--- src/rtl/pwm_ovr_pkg.sv ---
package pwm_ovr_pkg;

    typedef struct packed {
        logic hi;
        logic lo;
    } pin_pair_t;

    typedef enum logic [1:0] {
        SYNC_CYCLE  = 2'b00,
        SYNC_NOW    = 2'b01,
        SYNC_UPDPT  = 2'b10,
        SYNC_BUFUPD = 2'b11
    } sync_sel_e;

    typedef struct packed {
        logic      swap;
        logic      en_hi;
        logic      en_lo;
        pin_pair_t dat;
    } ovr_cfg_t;

    // event slots, index 0 = highest priority
    localparam int unsigned EVT_COUNT = 5;
    localparam int unsigned EVT_DBG   = 0;
    localparam int unsigned EVT_FLT1  = 1;
    localparam int unsigned EVT_FLT2  = 2;
    localparam int unsigned EVT_CLIM  = 3;
    localparam int unsigned EVT_FFWD  = 4;

    function automatic pin_pair_t flip_pair(pin_pair_t p);
        pin_pair_t r;
        r.hi = ~p.hi;
        r.lo = ~p.lo;
        return r;
    endfunction

    function automatic pin_pair_t cross_pair(pin_pair_t p, logic en);
        pin_pair_t r;
        r.hi = en ? p.lo : p.hi;
        r.lo = en ? p.hi : p.lo;
        return r;
    endfunction

    function automatic logic sync_hit(sync_sel_e s, logic cyc, logic upd, logic bupd);
        case (s)
            SYNC_CYCLE:  return cyc;
            SYNC_NOW:    return 1'b1;
            SYNC_UPDPT:  return upd;
            default:     return bupd;
        endcase
    endfunction

endpackage

--- src/rtl/pwm_ovr_sync.sv ---
module pwm_ovr_sync
    import pwm_ovr_pkg::*;
(
    input  logic      clk,
    input  logic      rst,
    input  sync_sel_e sel,
    input  logic      cyc_start,
    input  logic      upd_point,
    input  logic      buf_upd,
    input  ovr_cfg_t  req,
    output ovr_cfg_t  act
);

    logic load_evt;

    always_comb begin
        load_evt = sync_hit(sel, cyc_start, upd_point, buf_upd);
    end

    always_ff @(posedge clk) begin
        if (rst) begin
            act <= '0;
        end else if (load_evt) begin
            act <= req;
        end
    end


    hold_between_loads_chk: assert property (@(posedge clk) disable iff (rst)
        !load_evt |=> $stable(act));


    now_mode_load_chk: assert property (@(posedge clk) disable iff (rst)
        (sel == SYNC_NOW) |=> (act == $past(req)));


    reset_clear_chk: assert property (@(posedge clk) disable iff (rst)
        $past(rst) |-> (act == '0));

endmodule

--- src/rtl/pwm_ovr_path.sv ---
module pwm_ovr_path
    import pwm_ovr_pkg::*;
(
    input  ovr_cfg_t  act,
    input  pin_pair_t raw,
    output pin_pair_t gen_out
);

    pin_pair_t crossed;

    always_comb begin
        crossed    = cross_pair(raw, act.swap);
        gen_out.hi = act.en_hi ? act.dat.hi : crossed.hi;
        gen_out.lo = act.en_lo ? act.dat.lo : crossed.lo;
    end

endmodule

--- src/rtl/pwm_evt_mux.sv ---
module pwm_evt_mux
    import pwm_ovr_pkg::*;
#(
    parameter int unsigned NUM_EVT = EVT_COUNT,
    parameter int unsigned INV_IDX = EVT_CLIM
) (
    input  logic [NUM_EVT-1:0] evt_act,
    input  pin_pair_t          evt_pat [NUM_EVT],
    input  logic               inv_en,
    input  pin_pair_t          base,
    output pin_pair_t          pins
);

    logic [NUM_EVT-1:0] grant;

    for (genvar k = 0; k < NUM_EVT; k++) begin : g_grant
        if (k == 0) begin : g_top
            assign grant[k] = evt_act[k];
        end else begin : g_rest
            assign grant[k] = evt_act[k] & ~(|evt_act[k-1:0]);
        end
    end

    always_comb begin
        pins = base;
        for (int k = 0; k < NUM_EVT; k++) begin
            if (grant[k]) begin
                pins = (k == INV_IDX && inv_en) ? flip_pair(base) : evt_pat[k];
            end
        end
    end

endmodule

--- src/rtl/pwm_pin_override.sv ---
module pwm_pin_override
    import pwm_ovr_pkg::*;
(
    input  logic       clk,
    input  logic       rst,
    input  logic       raw_hi,
    input  logic       raw_lo,
    input  logic       compl_mode,
    input  logic       debug_active,
    input  logic       freeze_sel,
    input  logic       flt1_act,
    input  logic       flt2_act,
    input  logic       clim_act,
    input  logic       ffwd_act,
    input  logic       clim_invert,
    input  logic [1:0] dbg_pat,
    input  logic [1:0] flt1_pat,
    input  logic [1:0] flt2_pat,
    input  logic [1:0] clim_pat,
    input  logic [1:0] ffwd_pat,
    input  logic       req_swap,
    input  logic       req_en_hi,
    input  logic       req_en_lo,
    input  logic [1:0] req_dat,
    input  logic [1:0] sync_sel,
    input  logic       cyc_start,
    input  logic       upd_point,
    input  logic       buf_upd,
    output logic       pin_hi,
    output logic       pin_lo
);

    ovr_cfg_t           req_cfg;
    ovr_cfg_t           act_cfg;
    pin_pair_t          raw_pair;
    pin_pair_t          gen_out;
    pin_pair_t          final_pins;
    pin_pair_t          evt_pat [EVT_COUNT];
    logic [EVT_COUNT-1:0] evt_act;
    logic               dbg_freeze;

    assign req_cfg.swap  = req_swap;
    assign req_cfg.en_hi = req_en_hi;
    assign req_cfg.en_lo = req_en_lo;
    assign req_cfg.dat   = pin_pair_t'(req_dat);
    assign raw_pair.hi   = raw_hi;
    assign raw_pair.lo   = raw_lo;
    assign dbg_freeze    = debug_active & freeze_sel;

    assign evt_act[EVT_DBG]  = dbg_freeze;
    assign evt_act[EVT_FLT1] = flt1_act;
    assign evt_act[EVT_FLT2] = flt2_act;
    assign evt_act[EVT_CLIM] = clim_act;
    assign evt_act[EVT_FFWD] = ffwd_act;

    assign evt_pat[EVT_DBG]  = pin_pair_t'(dbg_pat);
    assign evt_pat[EVT_FLT1] = pin_pair_t'(flt1_pat);
    assign evt_pat[EVT_FLT2] = pin_pair_t'(flt2_pat);
    assign evt_pat[EVT_CLIM] = pin_pair_t'(clim_pat);
    assign evt_pat[EVT_FFWD] = pin_pair_t'(ffwd_pat);

    pwm_ovr_sync u_sync (
        .clk       (clk),
        .rst       (rst),
        .sel       (sync_sel_e'(sync_sel)),
        .cyc_start (cyc_start),
        .upd_point (upd_point),
        .buf_upd   (buf_upd),
        .req       (req_cfg),
        .act       (act_cfg)
    );

    pwm_ovr_path u_path (
        .act     (act_cfg),
        .raw     (raw_pair),
        .gen_out (gen_out)
    );

    pwm_evt_mux #(
        .NUM_EVT (EVT_COUNT),
        .INV_IDX (EVT_CLIM)
    ) u_mux (
        .evt_act (evt_act),
        .evt_pat (evt_pat),
        .inv_en  (clim_invert & compl_mode),
        .base    (gen_out),
        .pins    (final_pins)
    );

    assign pin_hi = final_pins.hi;
    assign pin_lo = final_pins.lo;


    dbg_freeze_pat_chk: assert property (@(posedge clk) disable iff (rst)
        (debug_active && freeze_sel) |-> ({pin_hi, pin_lo} == dbg_pat));


    flt1_over_lower_chk: assert property (@(posedge clk) disable iff (rst)
        (!(debug_active && freeze_sel) && flt1_act) |-> ({pin_hi, pin_lo} == flt1_pat));


    clim_pattern_chk: assert property (@(posedge clk) disable iff (rst)
        (!(debug_active && freeze_sel) && !flt1_act && !flt2_act && clim_act
         && !(clim_invert && compl_mode)) |-> ({pin_hi, pin_lo} == clim_pat));


    clim_flip_chk: assert property (@(posedge clk) disable iff (rst)
        (!(debug_active && freeze_sel) && !flt1_act && !flt2_act && clim_act
         && clim_invert && compl_mode) |-> (pin_hi != gen_out.hi && pin_lo != gen_out.lo));


    ovr_hi_chk: assert property (@(posedge clk) disable iff (rst)
        (!(debug_active && freeze_sel) && !flt1_act && !flt2_act && !clim_act && !ffwd_act
         && act_cfg.en_hi) |-> (pin_hi == act_cfg.dat.hi));

endmodule

--- config.mk ---
export PLATFORM = sky130hd
export DESIGN_NAME = pwm_pin_override
export DESIGN_NICKNAME = d
export VERILOG_FILES = /design/src/rtl/pwm_ovr_pkg.sv /design/src/rtl/pwm_ovr_sync.sv /design/src/rtl/pwm_ovr_path.sv /design/src/rtl/pwm_evt_mux.sv /design/src/rtl/pwm_pin_override.sv
export SDC_FILE = /design/constraint.sdc
export NUM_CORES = 1
export LEC_CHECK = 0
export BUFFER_PORTS_ARGS = -buffer_cell sky130_fd_sc_hd__buf_4
export CAP_MARGIN = 20
export CORE_AREA = 2 2 39 41
export CTS_CLUSTER_DIAMETER = 60
export DETAILED_ROUTE_END_ITERATION = 8
export DIE_AREA = 0 0 41 43
export HOLD_SLACK_MARGIN = 0.12
export PLACE_DENSITY = 0.71
export SKIP_LAST_GASP = 1
export SYNTH_ARGS = -nofsm -noshare
export SYNTH_HDL_FRONTEND = slang
export SYNTH_SLANG_ARGS = --single-unit
--- constraint.sdc ---
create_clock -name clk -period 1 [get_ports clk]
set_input_delay 0 -clock clk [delete_from_list [all_inputs] [get_ports clk]]
set_output_delay 0 -clock clk [all_outputs]
set_load 0.02 [all_outputs]
==> impl_metrics.yaml <==
setup_path:
  r2r-start: "u_sync.act[0]"
  worstSetupPathType: "reg -> out"
  crit_path_start_kind: "flop"
  reg2reg_depth: 2
  worstPathArrival_ns: 1.40
  cp_data_required_time_ns: 1.00
  critPathMaxFanout: 3
  endpoint_kind: "output port"
  endpoint: "pin_hi"
  r2r-end: "u_sync.act[0]"
  reg2reg_slack_ns: 0.34
  cp-startpoint: "u_sync.act[4]"
floorplan:
  initial_core_util_pct: 28.6
  num_io_pins: 34
  fp.dieW_um: 41
  rows: 14
  core_area_mm2: 0.00138
  die_area_mm2: 0.00176
  die_h_um: 43
cts:
  clkSlewWorstSetupHoldPaths_ns: 0.05
  clock_path_buffers: 2
  cts_sinks: 5
  clk-insertion-delay-late_ns: 0.25
  cts_setup_buffers: 0
  h-tree-depth: 1
  cts_tree: "done"
  cts_root_buffer: "clkbuf_4"
  cts_buffers: 3
finish:
  final_nets: 130
  syn_to_final_growth_pct: 108
  largest_reg_flops: 5
  top_register: "u_sync.act"
  layout-drive-gt1-share_pct: 51.5
  largestRegisters: "u_sync.act (5)"
  utilization_pct: 59.4
  multiInputGateArea_um2: 312
  fillers: 135
  regArea_um2: 104
  diodes: 0
job:
  cap_violations: 0
yosys:
  synthXorXnorAreaFrac_pct: 0
  yosys.area_share.simple_pct: 26.3
  synth_nets: 82
  synth_top_family_by_area: "simple AND/OR/NAND/NOR gates"
  synth_top_area_cell: "dfxtp_1"
  synth.avg_cell_area_um2: 7.91
  synthMuxAreaShare_pct: 20.3
  synth_warnings: 0
  synthTopCellsByArea: "dfxtp_1 (25%), mux2i_1 (20%), nor2_1 (5.7%)"
  syn-cell-area_um2: 395
  synth_seq_cells: 5
  synth.distinct_cells: 20
  yosysSeqAreaShare_pct: 25.3
  synth_compound_area_share_pct: 24.4
  post_synth_fa_ha_maj_area_fraction_pct: 0
  synth_top_area_share_pct: 25.3
  synthCells: 50
power:
  power_density_mw_per_mm2: 944
  clock_power_share_pct: 31.5
  p_int_w: 0.000556
  leakage_nw: 0.411
  switching_share_pct: 28.4
  seqPwrFrac_pct: 29.4
  pwr-share-comb_pct: 39.1
  p_sw_w: 0.000221
  max-vdd-ir-drop_v: 0.000727
timing:
  hold_violations: 0
  fmax_ghz: 0.712
  relSlewSlack_pct: 86.9
  worst_slack_ns: -0.404
  tightest_slew_ns: 0.191
  slew_violations: 0
  finalSetupViolCount: 2
  fin_skew_ns: 0
  fin_crit_sh_pct: 140
  timing.hold.ws_ns: 0.256
  fin_crit_ns: 1.40
  rsz0062_at_grt: "true"
place:
  gp_congestion: 0.742
  io_buffer_count: 33
  hpwl_um: 964
worst_hold_path:
  hold_class: "in -> reg"
drt:
  drc: 0
  wire_per_inst_um: 11.7
  vias: 543
  finalWirelength_mm: 1.32
  drtAntennaViolNets: 0
  drt_iter0_markers: 4
  viasPerCell: 4.81
  first_pass_iters: 4
outcome:
  run_status: "finished, violations left"
  violations: "setup timing"
global_routing:
  grt_pass1_wl_mm: 1.88
  antenna_found_initial: 0
  grt_pass1_vias: 498
  grt_max_degree: 7
  grt-ovfl-total: 0
  grt.total_usage_pct: 15.7
[cell usage in the layout, fill, tap and decap left out, drive strengths merged]
cell,count
buf,37
mux2i,8
nor2,6
dlygate4sd3,6
dfxtp,5
inv,4
clkbuf,4
a21oi,3
nor3,2
nand3,2
a22oi,2
nand2,2
a211o,2
nand2b,2
o21ai,2
nor2b,2
a221oi,2
a32oi,2
and2,1
or3,1
and3,1
and4b,1
[cells in the mapped netlist, drive strengths merged]
cell	number
nor3	2
and2	1
dfxtp	5
or3	1
a221oi	2
a32oi	2
nand3	2
a211o	2
and3	1
a21oi	3
o21ai	2
inv	4
nor2b	2
mux2i	8
nand2	2
nand2b	2
and4b	1
nor2	6
a22oi	2
[kinds of logic after synthesis]
family | count (synthesis)
AO/OA/AOI/OAI | 13
multiplexers | 8
AND/OR/NAND/NOR | 20
flip-flops | 5
buffers and inverters | 4
[metrics by stage]
step	setup slack [ns]	setup TNS [ns]	area [um2]	power (W)	instances
global placement	-0.149	-0.293	702	0.000489	103
CTS	-0.420	-0.799	808	0.000779	113
global route	-0.467	-0.901	822	0.000826	113
detailed placement	-0.143	-0.286	702	0.000493	103
finish	-0.404	-0.776	822	0.000776	113
floorplan	-0.0176	-0.0330	404	0.000344	50
[power groups by stage]
stage               Sequential, W  Combinational, W  Clock, W
CTS                      0.000228          0.000296  0.000254
global route             0.000230          0.000330  0.000266
finish                   0.000228          0.000303  0.000245
detailed placement       0.000228          0.000264         0
floorplan                0.000227          0.000118         0
global placement         0.000228          0.000261         0
[timing repair]
action / CTS / global route
hold buffers: 6 / 0
resized for setup: 7 / 2
endpoints found under the setup margin: 2 / 2
endpoints found under the hold margin: 5 / 0
pin swaps: 3 / 1
[how the worst min path moves through the flow]
stage	start	endpoint	slack, ns	cells after the start
global route	sync_sel[1]	u_sync.act[2]	0.29	5
finish	sync_sel[1]	u_sync.act[2]	0.26	5
global placement	rst	u_sync.act[4]	0.20	2
floorplan	rst	u_sync.act[4]	0.06	1
CTS	sync_sel[1]	u_sync.act[2]	0.25	5
detailed placement	rst	u_sync.act[4]	0.20	2
[final cells by class]
class / count / area share (%)
Multi-Input combinational cell: 41 / 37.9
Timing Repair Buffer: 43 / 42.0
Clock buffer: 4 / 3.20
Sequential cell: 5 / 12.6
Inverter: 4 / 1.83
Tap cell: 16 / 2.44
[worst max-delay path, cell delays in order, from the launching register on]
cell and delay (ns):
dfxtp_2 0.33, mux2i_1 0.13, a211o_1 0.28, a32oi_2 0.20, o21ai_2 0.08, buf_6 0.13
[routing by layer]
metal | vias up | track usage (%) | share of wire, %
met5 | - | 0 | 0
met4 | 0 | 6.00 | 0.83
met2 | 16 | 24.7 | 51
li1 | 280 | - | -
met1 | 244 | 18.2 | 41
met3 | 3 | 6.28 | 7.1
No activity file was read; power rests on OpenSTA's default activity.
